## config.mk

```make
export PLATFORM = sky130hd
export DESIGN_NAME = wallace_rc_mult
export DESIGN_NICKNAME = d
export VERILOG_FILES = /design/src/rtl/wtr_pkg.sv /design/src/rtl/wtr_cell.sv /design/src/rtl/wtr_ppa.sv /design/src/rtl/wtr_stage.sv /design/src/rtl/wtr_cpa.sv /design/src/rtl/wallace_rc_mult.sv
export SDC_FILE = /design/constraint.sdc
export NUM_CORES = 1
export LEC_CHECK = 0
export BUFFER_PORTS_ARGS = -buffer_cell sky130_fd_sc_hd__buf_2
export CAP_MARGIN = 20
export CORE_ASPECT_RATIO = 1.75
export CORE_MARGIN = 1.5
export CORE_UTILIZATION = 60
export DETAILED_ROUTE_END_ITERATION = 12
export PLACE_DENSITY = 0.95
export SLEW_MARGIN = 20
export SYNTH_ARGS = -nofsm -noshare
export SYNTH_HDL_FRONTEND = slang
export SYNTH_SLANG_ARGS = --single-unit
export TNS_END_PERCENT = 1
```

## constraint.sdc

```tcl
create_clock -name vclk -period 29.2
set_input_delay 5.84 -clock vclk [all_inputs]
set_output_delay 5.84 -clock vclk [all_outputs]
set_load 0.02 [all_outputs]
```

## src/rtl/wtr_pkg.sv

```systemverilog
package wtr_pkg;

    localparam int MAX_COLS   = 256;
    localparam int MAX_STAGES = 32;

    // selectors for tree_info
    localparam int INFO_HEIGHT = 0;
    localparam int INFO_HALF   = 1;
    localparam int INFO_STAGES = 2;

    // slots reserved per column in every level of the tree
    function automatic int slot_count(input int n);
        return n + 2;
    endfunction

    // AND-terms landing in weight column c of an n by n array
    function automatic int pp_height(input int n, input int c);
        if (c < 0 || c > 2 * n - 2) begin
            return 0;
        end
        return (c < n) ? c + 1 : 2 * n - 1 - c;
    endfunction

    // Plays the whole reduction at elaboration time.
    //   INFO_HEIGHT : bits in column col entering stage stg
    //   INFO_HALF   : half adders (0 or 1) placed in column col at stage stg
    //   INFO_STAGES : number of reduction stages
    function automatic int tree_info(input int n, input int stg, input int col, input int what);
        int h   [MAX_COLS];
        int nxt [MAX_COLS];
        int hac [MAX_COLS];
        int w;
        int r;
        int rn;
        int cin;
        int nfa;
        int rem;
        int nh;
        int st;
        w = 2 * n;
        for (int c = 0; c < MAX_COLS; c++) begin
            h[c]   = (c < w) ? pp_height(n, c) : 0;
            nxt[c] = 0;
            hac[c] = 0;
        end
        st = 0;
        r  = n;
        while (r > 2 && st < MAX_STAGES) begin
            if (what == INFO_HEIGHT && st == stg) begin
                return h[col];
            end
            rn  = 2 * (r / 3) + (r % 3);
            cin = 0;
            for (int c = 0; c < w; c++) begin
                nfa    = h[c] / 3;
                rem    = h[c] % 3;
                nh     = nfa + rem + cin;
                hac[c] = 0;
                if (nh > rn && rem == 2) begin
                    hac[c] = 1;
                    nh     = nh - 1;
                end
                nxt[c] = nh;
                cin    = nfa + hac[c];
            end
            if (what == INFO_HALF && st == stg) begin
                return hac[col];
            end
            r = 0;
            for (int c = 0; c < w; c++) begin
                h[c] = nxt[c];
                if (nxt[c] > r) begin
                    r = nxt[c];
                end
            end
            st = st + 1;
        end
        if (what == INFO_STAGES) begin
            return st;
        end
        if (what == INFO_HEIGHT) begin
            return h[col];
        end
        return 0;
    endfunction

endpackage

```

## src/rtl/wtr_cell.sv

```systemverilog
module wtr_cell #(
    parameter bit FULL = 1'b1
) (
    input  logic x,
    input  logic y,
    input  logic z,
    output logic s,
    output logic co
);

    generate
        if (FULL) begin : g_full
            assign s  = x ^ y ^ z;
            assign co = (x & y) | (z & (x ^ y));
        end else begin : g_half
            logic unused_z;
            assign unused_z = z;
            assign s  = x ^ y;
            assign co = x & y;
        end
    endgenerate

endmodule

```

## src/rtl/wtr_ppa.sv

```systemverilog
module wtr_ppa
    import wtr_pkg::*;
#(
    parameter int N = 8
) (
    input  logic [N-1:0]                          a,
    input  logic [N-1:0]                          b,
    output logic [2*N-1:0][wtr_pkg::slot_count(N)-1:0] cols
);

    localparam int W    = 2 * N;
    localparam int HMAX = slot_count(N);

    // Terms of each column are packed from slot 0 upward: the high-weight
    // half of the array moves up, giving the inverted pyramid.
    generate
        for (genvar c = 0; c < W; c++) begin : g_col
            localparam int HC  = pp_height(N, c);
            localparam int ILO = (c > N - 1) ? c - N + 1 : 0;
            for (genvar k = 0; k < HMAX; k++) begin : g_slot
                if (k < HC) begin : g_term
                    assign cols[c][k] = a[ILO + k] & b[c - ILO - k];
                end else begin : g_empty
                    assign cols[c][k] = 1'b0;
                end
            end
        end
    endgenerate

endmodule

```

## src/rtl/wtr_stage.sv

```systemverilog
module wtr_stage
    import wtr_pkg::*;
#(
    parameter int N   = 8,
    parameter int STG = 0
) (
    input  logic [2*N-1:0][wtr_pkg::slot_count(N)-1:0] cols_in,
    output logic [2*N-1:0][wtr_pkg::slot_count(N)-1:0] cols_out
);

    localparam int W    = 2 * N;
    localparam int HMAX = slot_count(N);
    localparam int G    = HMAX / 3 + 1;

    logic [W-1:0][G-1:0] fa_s;
    logic [W-1:0][G-1:0] fa_c;
    logic [W-1:0]        ha_s;
    logic [W-1:0]        ha_c;

    generate
        for (genvar c = 0; c < W; c++) begin : g_col
            localparam int HC  = tree_info(N, STG, c, INFO_HEIGHT);
            localparam int NFA = HC / 3;
            localparam int REM = HC % 3;
            localparam int NHA = tree_info(N, STG, c, INFO_HALF);
            localparam int OWN = NFA + ((NHA != 0) ? 1 : REM);
            localparam int HP  = (c > 0) ? tree_info(N, STG, c - 1, INFO_HEIGHT) : 0;
            localparam int PFA = HP / 3;
            localparam int PHA = (c > 0) ? tree_info(N, STG, c - 1, INFO_HALF) : 0;
            localparam int CC  = PFA + PHA;

            // full adders on every complete group of three rows
            for (genvar g = 0; g < G; g++) begin : g_grp
                if (g < NFA) begin : g_fa
                    wtr_cell #(.FULL(1'b1)) u_fa (
                        .x (cols_in[c][3*g]),
                        .y (cols_in[c][3*g+1]),
                        .z (cols_in[c][3*g+2]),
                        .s (fa_s[c][g]),
                        .co(fa_c[c][g])
                    );
                end else begin : g_nofa
                    assign fa_s[c][g] = 1'b0;
                    assign fa_c[c][g] = 1'b0;
                end
            end

            // half adder only where the stage target demands it
            if (NHA != 0) begin : g_ha
                wtr_cell #(.FULL(1'b0)) u_ha (
                    .x (cols_in[c][3*NFA]),
                    .y (cols_in[c][3*NFA+1]),
                    .z (1'b0),
                    .s (ha_s[c]),
                    .co(ha_c[c])
                );
            end else begin : g_noha
                assign ha_s[c] = 1'b0;
                assign ha_c[c] = 1'b0;
            end

            // output packing: sums, passthrough remainder, carries from c-1
            for (genvar k = 0; k < HMAX; k++) begin : g_slot
                if (k < NFA) begin : g_sum
                    assign cols_out[c][k] = fa_s[c][k];
                end else if (k < OWN) begin : g_own
                    if (NHA != 0) begin : g_hs
                        assign cols_out[c][k] = ha_s[c];
                    end else begin : g_pass
                        assign cols_out[c][k] = cols_in[c][3*NFA + k - NFA];
                    end
                end else if (k < OWN + CC) begin : g_cin
                    if (k - OWN < PFA) begin : g_fc
                        assign cols_out[c][k] = fa_c[c-1][k-OWN];
                    end else begin : g_hc
                        assign cols_out[c][k] = ha_c[c-1];
                    end
                end else begin : g_zero
                    assign cols_out[c][k] = 1'b0;
                end
            end
        end
    endgenerate

    logic unused_sink;
    assign unused_sink = ^{cols_in, fa_s, fa_c, ha_s, ha_c};

    function automatic logic [W+7:0] weigh(input logic [W-1:0][HMAX-1:0] m);
        logic [W+7:0] acc;
        acc = '0;
        for (int c = 0; c < W; c++) begin
            for (int k = 0; k < HMAX; k++) begin
                acc = acc + ((W+8)'(m[c][k]) << c);
            end
        end
        return acc;
    endfunction

    always_comb begin
        AST_STAGE_KEEPS_VALUE: assert (weigh(cols_in) == weigh(cols_out)) else $error("stage %0d changed the array value", STG);
    end

endmodule

```

## src/rtl/wtr_cpa.sv

```systemverilog
module wtr_cpa #(
    parameter int W = 16
) (
    input  logic [W-1:0] x,
    input  logic [W-1:0] y,
    output logic [W-1:0] sum
);

    typedef struct packed {
        logic [W-1:0] sum_d;
        logic         carry_d;
    } add_t;

    add_t res_d;

    always_comb begin
        logic cy;
        cy = 1'b0;
        res_d = '0;
        for (int i = 0; i < W; i++) begin
            res_d.sum_d[i] = x[i] ^ y[i] ^ cy;
            cy = (x[i] & y[i]) | (cy & (x[i] ^ y[i]));
        end
        res_d.carry_d = cy;
    end

    assign sum = res_d.sum_d;

    always_comb begin
        AST_NO_OVERFLOW: assert (!res_d.carry_d) else $error("final adder carried past the product width");
    end

endmodule

```

## src/rtl/wallace_rc_mult.sv

```systemverilog
module wallace_rc_mult
    import wtr_pkg::*;
#(
    parameter int N = 8
) (
    input  logic [N-1:0]   opa,
    input  logic [N-1:0]   opb,
    output logic [2*N-1:0] product
);

    localparam int W    = 2 * N;
    localparam int HMAX = slot_count(N);
    localparam int S    = tree_info(N, 0, 0, INFO_STAGES);

    logic [W-1:0][HMAX-1:0] lvl [0:S];
    logic [W-1:0]           row0_d;
    logic [W-1:0]           row1_d;

    wtr_ppa #(.N(N)) u_ppa (
        .a   (opa),
        .b   (opb),
        .cols(lvl[0])
    );

    generate
        for (genvar s = 0; s < S; s++) begin : g_stage
            wtr_stage #(.N(N), .STG(s)) u_stage (
                .cols_in (lvl[s]),
                .cols_out(lvl[s+1])
            );
        end
        for (genvar c = 0; c < W; c++) begin : g_rows
            assign row0_d[c] = lvl[S][c][0];
            assign row1_d[c] = lvl[S][c][1];
        end
    endgenerate

    logic unused_top;
    assign unused_top = ^lvl[S];

    wtr_cpa #(.W(W)) u_cpa (
        .x  (row0_d),
        .y  (row1_d),
        .sum(product)
    );

    logic [W-1:0] ref_d;
    assign ref_d = {{N{1'b0}}, opa} * {{N{1'b0}}, opb};

    always_comb begin
        AST_PRODUCT_EXACT: assert (product == ref_d) else $error("product %0h expected %0h", product, ref_d);
        AST_ZERO_OPERAND: assert (!((opa == '0) || (opb == '0)) || (product == '0)) else $error("zero operand gave %0h", product);
        AST_UNIT_OPERAND: assert (!(opa == N'(1)) || (product == {{N{1'b0}}, opb})) else $error("unit operand gave %0h", product);
    end

endmodule

```

==> flow_summary.ini <==
[run_status]
outcome = finished clean

[worst_setup_path]
end_kind = output port
cp_data_arrival_time_ns = 11.97
crit_type = primary input to output port
required_ns = 23.36
path_max_fanout = 8
cp-start-kind = primary input

[layout]
final_common_cell = fa_1
drive_gt1_frac = 0.162
antenna_cells = 0
stdcell_area_um2 = 1740
seqCellArea_um2 = 0
area_delta_synth_final_pct = 12.4
nClkBuffers = 0
nNetsFinal = 272
seq_cell_count = 0
final_cell_mix = fa_1, inv_1, nand2_1

[die]
die_w_um = 41.4
die_area_um2 = 2910
rows = 24
core_um2 = 2460
die_h_um = 70.3
io-pin-count = 32
start_util = 0.630

[timing]
worst_pin_slew_ns = 0.173
setup_viol = 0
fin_crit_sh = 0.610
maxSlewHeadroom = 0.885
timing.final.crit_period_ns = 17.81
hold_slack_ns = 12.11
finalHoldViolCount = 0
rsz0062_at_grt = false
setup_tns_ns = 0
finalMaxSlewViolations = 0
max_freq_ghz = 0.0561

[power_and_ir_drop]
switchingPower_mw = 0.0619
peakVddDrop_v = 0.0000572
p_clk_frac = 0
p_leak_nw = 0.949
p_int_mw = 0.0368
p_per_area_nw_per_um2 = 56.6
seq_power_share = 0
p_comb_frac = 1.000
power_mw = 0.0987
p_sw_frac = 0.627

[clocking]
cts_setup_buffers = 0
cts-resized-gates = 0
hold_buffers = 0

[synth]
synth_area_um2 = 1550
ys_warn_count = 0
synth_seq_area_share = 0
yosysUniqueCellTypes = 5
synth_nets = 238
postSynthAreaPerCell_um2 = 9.35
synthCells = 166

[grt]
antenna_found_initial = 0
grt_pass1_vias = 1356
grt_overflow = 0
grt_max_degree = 9
grt_pass1_wl_mm = 5.74
grt_usage = 0.254

[place]
dpl-instance-area_um2 = 1740
place_congestion = 0.919
dpl.hpwl_mm = 2.89
io_buffers = 32

[detailed_routing]
wirelength_mm = 3.23
vias = 1182
vias_per_cell = 5.28
drt_pre_antenna_iters = 4
postRouteAntennaNets = 0
wl_per_cell_um = 14.4
drtIter0Drc = 21
remaining_drc_errors = 0

[worst_hold_path]
holdCritPathClass = primary input to output port

[run]
cap_violations = 0
-- area by class of cell --
cell class / instances / area [µm²]
Inverter: 46 / 173
Fill cell: 206 / 718
Multi-Input combinational cell: 120 / 1380
Tap cell: 26 / 32.5
Timing Repair Buffer: 32 / 160
-- worst max-delay path, stage by stage --
cell	delay [ns]
buf_2	0.16
nand2_1	0.10
fa_1	0.51
fa_1	0.52
fa_1	0.45
fa_1	0.48
inv_1	0.04
ha_1	0.19
fa_1	0.36
inv_1	0.08
fa_1	0.16
inv_1	0.05
fa_1	0.37
fa_1	0.39
fa_1	0.39
fa_1	0.40
fa_1	0.39
fa_1	0.39
fa_1	0.51
buf_2	0.17
-- power groups by stage --
stage	clock network [mW]	logic, mW	registers (mW)
floorplan	0	0.0788	0
global placement	0	0.0979	0
detailed placement	0	0.100	0
CTS	0	0.101	0
global route	0	0.113	0
finish	0	0.0987	0
-- cell families after synthesis --
logic type	after synthesis	share of synthesized area
buf+inv	46	0.111
fa+ha+maj	56	0.684
simple gates	64	0.205
-- metal layers --
layer  vias to the layer above  routed length, µm  track usage
met5                         -                  0            0
met4                         0                131       0.0789
met3                        14                127       0.0129
met2                        53               1970        0.488
met1                       590               1010        0.290
li1                        525                  -            -
-- cells in the mapped netlist --
cell type / count / area share
fa_1: 48 / 0.62
inv_1: 46 / 0.11
nand2_1: 33 / 0.080
and2_1: 31 / 0.13
ha_1: 8 / 0.065
-- path summary, 6_finish.rpt --
kind,from,to,slack [ns],depth (start not counted)
min,opa[0],product[0],12.11,3
max,opb[4],product[14],11.39,20
-- through the flow --
stage / instances / utilization / setup slack (ns)
4_1_cts: 224 / 0.708 / 11.36
2_1_floorplan: 166 / - / 11.84
3_5_place_dp: 224 / 0.708 / 11.35
5_1_grt: 224 / 0.708 / 11.13
3_3_place_gp: 224 / 0.708 / 11.51
6_report: 224 / 0.708 / 11.39
Power figures use the tool's default switching activity.
